### src/rtl/clkout_pkg.sv
package clkout_pkg;
  localparam int REG_W   = 8;
  localparam int SEL_W   = 3;
  localparam int NUM_PCI = 6;
  localparam int NUM_OUT = NUM_PCI + 7;

  localparam int IDX_CPU0 = 0;
  localparam int IDX_CPU1 = 1;
  localparam int IDX_PCIF = 2;
  localparam int IDX_PCI1 = 3;
  localparam int IDX_APIC = IDX_PCI1 + NUM_PCI;
  localparam int IDX_REF  = IDX_APIC + 1;
  localparam int IDX_USB  = IDX_REF + 1;
  localparam int IDX_AUX  = IDX_USB + 1;

  localparam logic [SEL_W-1:0] CODE_PIN_HI = 3'b111;
  localparam logic [SEL_W-1:0] CODE_PIN_LO = 3'b011;

  typedef enum logic [1:0] {
    MODE_NORMAL = 2'b00,
    MODE_TEST   = 2'b01,
    MODE_SPREAD = 2'b10,
    MODE_HIZ    = 2'b11
  } mode_e;

  typedef enum logic [2:0] {SRC_CPU, SRC_PCI, SRC_REF, SRC_USB, SRC_AUX} src_cls_e;

  function automatic src_cls_e out_class(int idx);
    if (idx <= IDX_CPU1)      return SRC_CPU;
    else if (idx < IDX_APIC)  return SRC_PCI;
    else if (idx <= IDX_REF)  return SRC_REF;
    else if (idx == IDX_USB)  return SRC_USB;
    else                      return SRC_AUX;
  endfunction
endpackage

### src/rtl/clkout_cfg_decode.sv
module clkout_cfg_decode
  import clkout_pkg::*;
(
  input  logic [REG_W-1:0]   ctl_reg_i,
  input  logic [REG_W-1:0]   cpu_en_reg_i,
  input  logic [REG_W-1:0]   pci_en_reg_i,
  input  logic [REG_W-1:0]   per_en_reg_i,
  input  logic               freq_sel_pin_i,
  output mode_e              mode_o,
  output logic [SEL_W-1:0]   synth_sel_o,
  output logic               spread_en_o,
  output logic [NUM_OUT-1:0] out_en_o,
  output logic               ref_cfg_err_o
);
  localparam int TBL_BIT   = 3;
  localparam int CODE_LSB  = 4;
  localparam int CPU0_BIT  = 0;
  localparam int CPU1_BIT  = 2;
  localparam int PCIF_BIT  = 7;
  localparam int APIC_BIT  = 5;
  localparam int PCI_GAP   = 4;  // bit 4 of the PCI register is unused

  assign mode_o      = mode_e'(ctl_reg_i[1:0]);
  assign spread_en_o = (mode_o == MODE_SPREAD);
  assign synth_sel_o = ctl_reg_i[TBL_BIT] ? ctl_reg_i[CODE_LSB +: SEL_W]
                     : (freq_sel_pin_i ? CODE_PIN_HI : CODE_PIN_LO);

  assign ref_cfg_err_o = per_en_reg_i[1] ^ per_en_reg_i[0];

  always_comb begin
    out_en_o           = '1;
    out_en_o[IDX_CPU0] = cpu_en_reg_i[CPU0_BIT];
    out_en_o[IDX_CPU1] = cpu_en_reg_i[CPU1_BIT];
    out_en_o[IDX_PCIF] = pci_en_reg_i[PCIF_BIT];
    for (int j = 0; j < NUM_PCI; j++)
      out_en_o[IDX_PCI1+j] = pci_en_reg_i[(j < PCI_GAP) ? j : j + 1];
    out_en_o[IDX_APIC] = per_en_reg_i[APIC_BIT];
    out_en_o[IDX_REF]  = per_en_reg_i[1] & per_en_reg_i[0];
  end
endmodule

### src/rtl/clkout_ref_div.sv
module clkout_ref_div (
  input  logic clk_i,
  input  logic rst_ni,
  input  logic ref_i,
  output logic div2_o,
  output logic div4_o
);
  logic ref_d, div2_q, div4_q;
  logic ref_rise;

  assign ref_rise = ref_i & ~ref_d;

  always_ff @(posedge clk_i or negedge rst_ni) begin
    if (!rst_ni) begin
      ref_d  <= 1'b0;
      div2_q <= 1'b0;
      div4_q <= 1'b0;
    end else begin
      ref_d <= ref_i;
      if (ref_rise) begin
        div2_q <= ~div2_q;
        if (div2_q) div4_q <= ~div4_q;
      end
    end
  end

  assign div2_o = div2_q;
  assign div4_o = div4_q;

  AST_DIV2_ON_EDGE: assert property (@(posedge clk_i) disable iff (!rst_ni)
    !$stable(div2_q) |-> ($past(ref_i) && !$past(ref_d)));
  AST_DIV4_ON_FALL: assert property (@(posedge clk_i) disable iff (!rst_ni)
    !$stable(div4_q) |-> $fell(div2_q));
endmodule

### src/rtl/clkout_gate_cell.sv
module clkout_gate_cell (
  input  logic clk_i,
  input  logic rst_ni,
  input  logic src_i,
  input  logic en_i,
  input  logic hiz_i,
  output logic clk_o
);
  logic en_q, out_q;

  always_ff @(posedge clk_i or negedge rst_ni) begin
    if (!rst_ni) begin
      en_q  <= 1'b0;
      out_q <= 1'b0;
    end else begin
      if (!src_i) en_q <= en_i;  // accept gating only in low phase
      out_q <= src_i & en_q & ~hiz_i;
    end
  end

  assign clk_o = out_q;

  AST_EN_LOW_PHASE: assert property (@(posedge clk_i) disable iff (!rst_ni)
    !$stable(en_q) |-> !$past(src_i));
  AST_NO_RUNT: assert property (@(posedge clk_i) disable iff (!rst_ni)
    $fell(out_q) |-> (!$past(src_i) || $past(hiz_i)));
  AST_HOLD_LOW: assert property (@(posedge clk_i) disable iff (!rst_ni)
    !en_q |=> !out_q);
endmodule

### src/rtl/clkout_mode_ctrl.sv
module clkout_mode_ctrl
  import clkout_pkg::*;
(
  input  logic               clk_i,
  input  logic               rst_ni,
  input  logic [REG_W-1:0]   ctl_reg_i,
  input  logic [REG_W-1:0]   cpu_en_reg_i,
  input  logic [REG_W-1:0]   pci_en_reg_i,
  input  logic [REG_W-1:0]   per_en_reg_i,
  input  logic               freq_sel_pin_i,
  input  logic               ref_clk_i,
  input  logic               cpu_clk_i,
  input  logic               pci_clk_i,
  input  logic               usb_clk_i,
  input  logic               aux_clk_i,
  output logic [NUM_OUT-1:0] clk_o,
  output logic [NUM_OUT-1:0] clk_oe_o,
  output logic               spread_en_o,
  output logic [SEL_W-1:0]   synth_sel_o,
  output logic               ref_cfg_err_o
);
  mode_e              mode;
  logic [NUM_OUT-1:0] out_en;
  logic               div2, div4, hiz, test;

  clkout_cfg_decode u_dec (
    .ctl_reg_i      (ctl_reg_i),
    .cpu_en_reg_i   (cpu_en_reg_i),
    .pci_en_reg_i   (pci_en_reg_i),
    .per_en_reg_i   (per_en_reg_i),
    .freq_sel_pin_i (freq_sel_pin_i),
    .mode_o         (mode),
    .synth_sel_o    (synth_sel_o),
    .spread_en_o    (spread_en_o),
    .out_en_o       (out_en),
    .ref_cfg_err_o  (ref_cfg_err_o)
  );

  clkout_ref_div u_div (
    .clk_i  (clk_i),
    .rst_ni (rst_ni),
    .ref_i  (ref_clk_i),
    .div2_o (div2),
    .div4_o (div4)
  );

  assign hiz      = (mode == MODE_HIZ);
  assign test     = (mode == MODE_TEST);
  assign clk_oe_o = {NUM_OUT{~hiz}};

  for (genvar g = 0; g < NUM_OUT; g++) begin : g_out
    localparam src_cls_e CLS = out_class(g);
    logic src;

    always_comb begin
      unique case (CLS)
        SRC_CPU: src = test ? div2 : cpu_clk_i;
        SRC_PCI: src = test ? div4 : pci_clk_i;
        SRC_REF: src = ref_clk_i;
        SRC_USB: src = test ? div2 : usb_clk_i;
        default: src = test ? div4 : aux_clk_i;
      endcase
    end

    clkout_gate_cell u_gate (
      .clk_i  (clk_i),
      .rst_ni (rst_ni),
      .src_i  (src),
      .en_i   (out_en[g]),
      .hiz_i  (hiz),
      .clk_o  (clk_o[g])
    );
  end

  AST_HIZ_QUIET: assert property (@(posedge clk_i) disable iff (!rst_ni)
    (ctl_reg_i[1:0] == 2'b11) |=> (clk_o == '0));
  AST_PIN_CODE: assert property (@(posedge clk_i) disable iff (!rst_ni)
    !ctl_reg_i[3] |-> (synth_sel_o[1:0] == 2'b11 && synth_sel_o[2] == freq_sel_pin_i));
  AST_SPREAD_DRIVEN: assert property (@(posedge clk_i) disable iff (!rst_ni)
    spread_en_o |-> (clk_oe_o == '1));
  AST_REF_ERR_GATES: assert property (@(posedge clk_i) disable iff (!rst_ni)
    (ref_cfg_err_o && !ref_clk_i) |=> ##1 !clk_o[IDX_REF]);
endmodule

### config.mk
export PLATFORM = sky130hd
export DESIGN_NAME = clkout_mode_ctrl
export DESIGN_NICKNAME = d
export VERILOG_FILES = /design/src/rtl/clkout_pkg.sv /design/src/rtl/clkout_cfg_decode.sv /design/src/rtl/clkout_ref_div.sv /design/src/rtl/clkout_gate_cell.sv /design/src/rtl/clkout_mode_ctrl.sv
export SDC_FILE = /design/constraint.sdc
export NUM_CORES = 1
export LEC_CHECK = 0
export BUFFER_PORTS_ARGS = -buffer_cell sky130_fd_sc_hd__buf_2
export CAP_MARGIN = 25
export CORE_ASPECT_RATIO = 0.75
export CORE_UTILIZATION = 35
export DETAILED_ROUTE_END_ITERATION = 12
export GPL_TIMING_DRIVEN = 0
export HOLD_SLACK_MARGIN = 0.08
export PLACE_DENSITY = 0.67
export SLEW_MARGIN = 20
export SYNTH_ARGS = -nofsm -noshare
export SYNTH_HDL_FRONTEND = slang
export SYNTH_SLANG_ARGS = --single-unit
### constraint.sdc
create_clock -name clk_i -period 2.1 [get_ports clk_i]
set_input_delay 0.21 -clock clk_i [delete_from_list [all_inputs] [get_ports clk_i]]
set_output_delay 0.21 -clock clk_i [all_outputs]
set_load 0.01 [all_outputs]
==> metrics.yaml <==
setup_path:
  crit_type: "flop to flop"
  start_kind: "flop"
  critPathRequiredTime_ps: 2260
  r2r_end: "g_out[3].u_gate.en_q"
  arrival_ps: 1470
  r2r_start: "u_div.div4_o"
  r2r_slack_ps: 790
  worstRegToRegCells: 3
  slowest_stage: "dfrtp_1"
  path_buf_inv: 0
  critPathMaxFanout: 7
  crit_chain: "nand3b_2 > a21boi_4 > mux2_2"
  cpPeakStageDelay_ps: 400
  crit_family: "flip-flops"
  critPathCaptureType: "flop"
clock_tree:
  cts_tree: "built"
  post-cts-setup-buffers: 0
  clkLatencyLatePin_ps: 280
  cts.sinks: 29
  cts_root_buffer: "clkbuf_8"
  clockBufferDepth: 2
  cts_resized: 0
  clk_pin_slew_ps: 60
  cts_buffers: 5
  htreeDepth: 2
finish:
  design_area_sq_um: 1760
  antenna_cells: 0
  area_growth_pct: 33.4
  nFillCells: 315
  layout-drive-gt1-share_pct: 60.1
  multi_input_area_sq_um: 380
  seqCellArea_sq_um: 726
  nets: 213
  fin_util_pct: 50.9
min_path:
  min_from: "ref_clk_i"
  min_delay_path_depth: 1
  hp-class: "primary input to flop"
  min_to: "u_div.ref_d"
placement:
  dpl.hpwl_microns: 1780
  place_area_sq_um: 1660
  gp_congestion: 0.701
  portBuffers: 56
power_and_ir_drop:
  power.internal_mw: 1.06
  swShare_pct: 26.7
  p_seq_share_pct: 47.5
  p_leak_nw: 0.921
  p_total_mw: 1.44
  p_switching_mw: 0.386
  p_clk_share_pct: 30.7
  vdd_drop_max_mv: 0.468
  combPwrFrac_pct: 21.8
  power_density_nw_per_um2: 823
detailed_routing:
  vias: 901
  ant_nets: 0
  wirelength_microns: 2370
  drtPass1Iterations: 4
  vias_per_cell: 4.04
  routedWlPerCell_microns: 10.6
  drtIter0Drc: 21
  drcViolationCount: 0
yosys:
  synth_common_cells: "dfrtp_1, buf_4, mux2_2"
  synth-main-ff-cell: "dfrtp_1"
  synth-edff-count: 0
  async_reset_ff_share_pct: 100
  post_synth_num_cell_types: 19
  yosysTopAreaCellShare_pct: 55.1
  yosysSeqAreaShare_pct: 55.1
  netlist_area_sq_um: 1320
  syn-num-nets: 149
  synth_top_area_cell: "dfrtp_1"
  ys_top_cells_by_area: "dfrtp_1, buf_4, mux2_2"
  ys_warn_count: 0
  ys_ff_latch: 29
  netlist_instances: 108
  avgSynthCellArea_sq_um: 12.2
  yosysMostFrequentCell: "dfrtp_1"
global_route:
  grt.overflow.total: 0
  met1_usage_pct: 14.3
  grt_pass1_vias: 857
  grt.total_usage_pct: 13.5
  grt.busiest_layer: "met2"
  met3_usage_pct: 7.43
  met2_usage_pct: 22.6
  grt_pass1_wl_microns: 3730
  grt_max_degree: 30
  antenna_found_initial: 0
timing:
  drv_slew: 0
  hold_viol: 0
  tns_ps: 0
  fin_skew_ps: 9.36
  setup_viol: 0
  period_share_pct: 62.5
  max_freq_mhz: 762
  layout_min_cycle_time_ps: 1310
  worst_hold_slack_ps: 119
  slew_headroom_pct: 57.3
  rsz0062_at_grt: "false"
  tightest_slew_ps: 634
run:
  drv_cap: 0
floorplan:
  start_util_pct: 38.2
  rows: 18
  die_w_microns: 72.8
  dieArea_sq_um: 4010
  pin_count: 71
  coreArea_sq_um: 3450
  chipHeight_microns: 55.1
run_status:
  status: "completed"
-- power by group through the flow --
| stage | Combinational [mW] | Sequential, mW | Clock, mW |
|---|---|---|---|
| CTS | 0.320 | 0.688 | 0.461 |
| finish | 0.315 | 0.686 | 0.444 |
| detailed placement | 0.318 | 0.698 | 0 |
| floorplan | 0.213 | 0.687 | 0 |
| global route | 0.348 | 0.697 | 0.486 |
| global placement | 0.308 | 0.694 | 0 |
-- repair_timing --
action                                 CTS  global route
endpoints found under the hold margin   29             0
hold buffers                             1             0
setup endpoints to repair                0             0
-- layout by cell type, fill, tap and decap left out, types with 2 or more instances in the layout --
cell,n
o21ai_0,4
nand3b_1,2
mux2_2,10
nand2b_1,5
buf_4,26
and2_1,9
clkinv_2,2
xnor2_1,2
clkbuf_8,5
a21boi_0,2
a21o_1,2
buf_2,56
nand2_1,5
inv_1,4
dfrtp_1,29
a21oi_1,2
-- layer usage --
layer / routed length, microns / vias to the layer above
li1: - / 451
met1: 1010 / 414
met2: 1190 / 34
met3: 158 / 2
met4: 16 / 0
met5: 0 / -
-- registers in the layout, indices dropped and copies added (netlist names) --
signal and count:
u_div.div2_o 1, u_div.div4_o 1, g_out.u_gate.en_q 13, g_out.u_gate.clk_o 13, u_div.ref_d 1
-- worst max-delay path by stage --
| stage | from | endpoint | slack [ps] | cells past startpoint |
|---|---|---|---|---|
| final | u_div.div4_o | g_out[3].u_gate.en_q | 790 | 3 |
| after global routing | u_div.div4_o | g_out[3].u_gate.en_q | 720 | 3 |
| after CTS | u_div.div4_o | g_out[6].u_gate.en_q | 770 | 3 |
| after detailed placement | ctl_reg_i[0] | g_out[2].u_gate.en_q | 680 | 5 |
| after global placement | ctl_reg_i[0] | g_out[6].u_gate.en_q | 710 | 5 |
| after floorplan | u_div.div4_o | g_out[2].u_gate.en_q | 890 | 3 |
-- worst register-to-register path, delay by kind of cell, from the launching register on --
family	cells	cell delay (ps)
simple gates	1	120
flops	1	400
compound gates	1	310
mux	1	380
-- cell families after synthesis --
| logic type | count (synthesis) | synth area share (%) |
|---|---|---|
| fa+ha+maj | 1 | 0.950 |
| mux | 10 | 8.56 |
| flops | 29 | 55.1 |
| buf+inv | 30 | 16.0 |
| simple gates | 24 | 11.2 |
| compound gates | 12 | 6.84 |
| xor+xnor | 2 | 1.33 |
-- stage by stage --
step                      worst slack (ps)  cells
final                                  788    223
after floorplan                        889    108
after CTS                              773    223
after global routing                   722    223
after global placement                 713    214
after detailed placement               685    214
-- layout make-up --
class | count | area share, %
plain buffers | 26 | 11.1
multi-input cells | 49 | 21.7
clock inverters | 3 | 0.998
repair buffers | 57 | 16.5
inverters | 4 | 0.855
clock buffers | 5 | 3.92
well taps | 50 | 3.56
flip-flops and latches | 29 | 41.3
No activity file was read; power rests on OpenSTA's default activity.
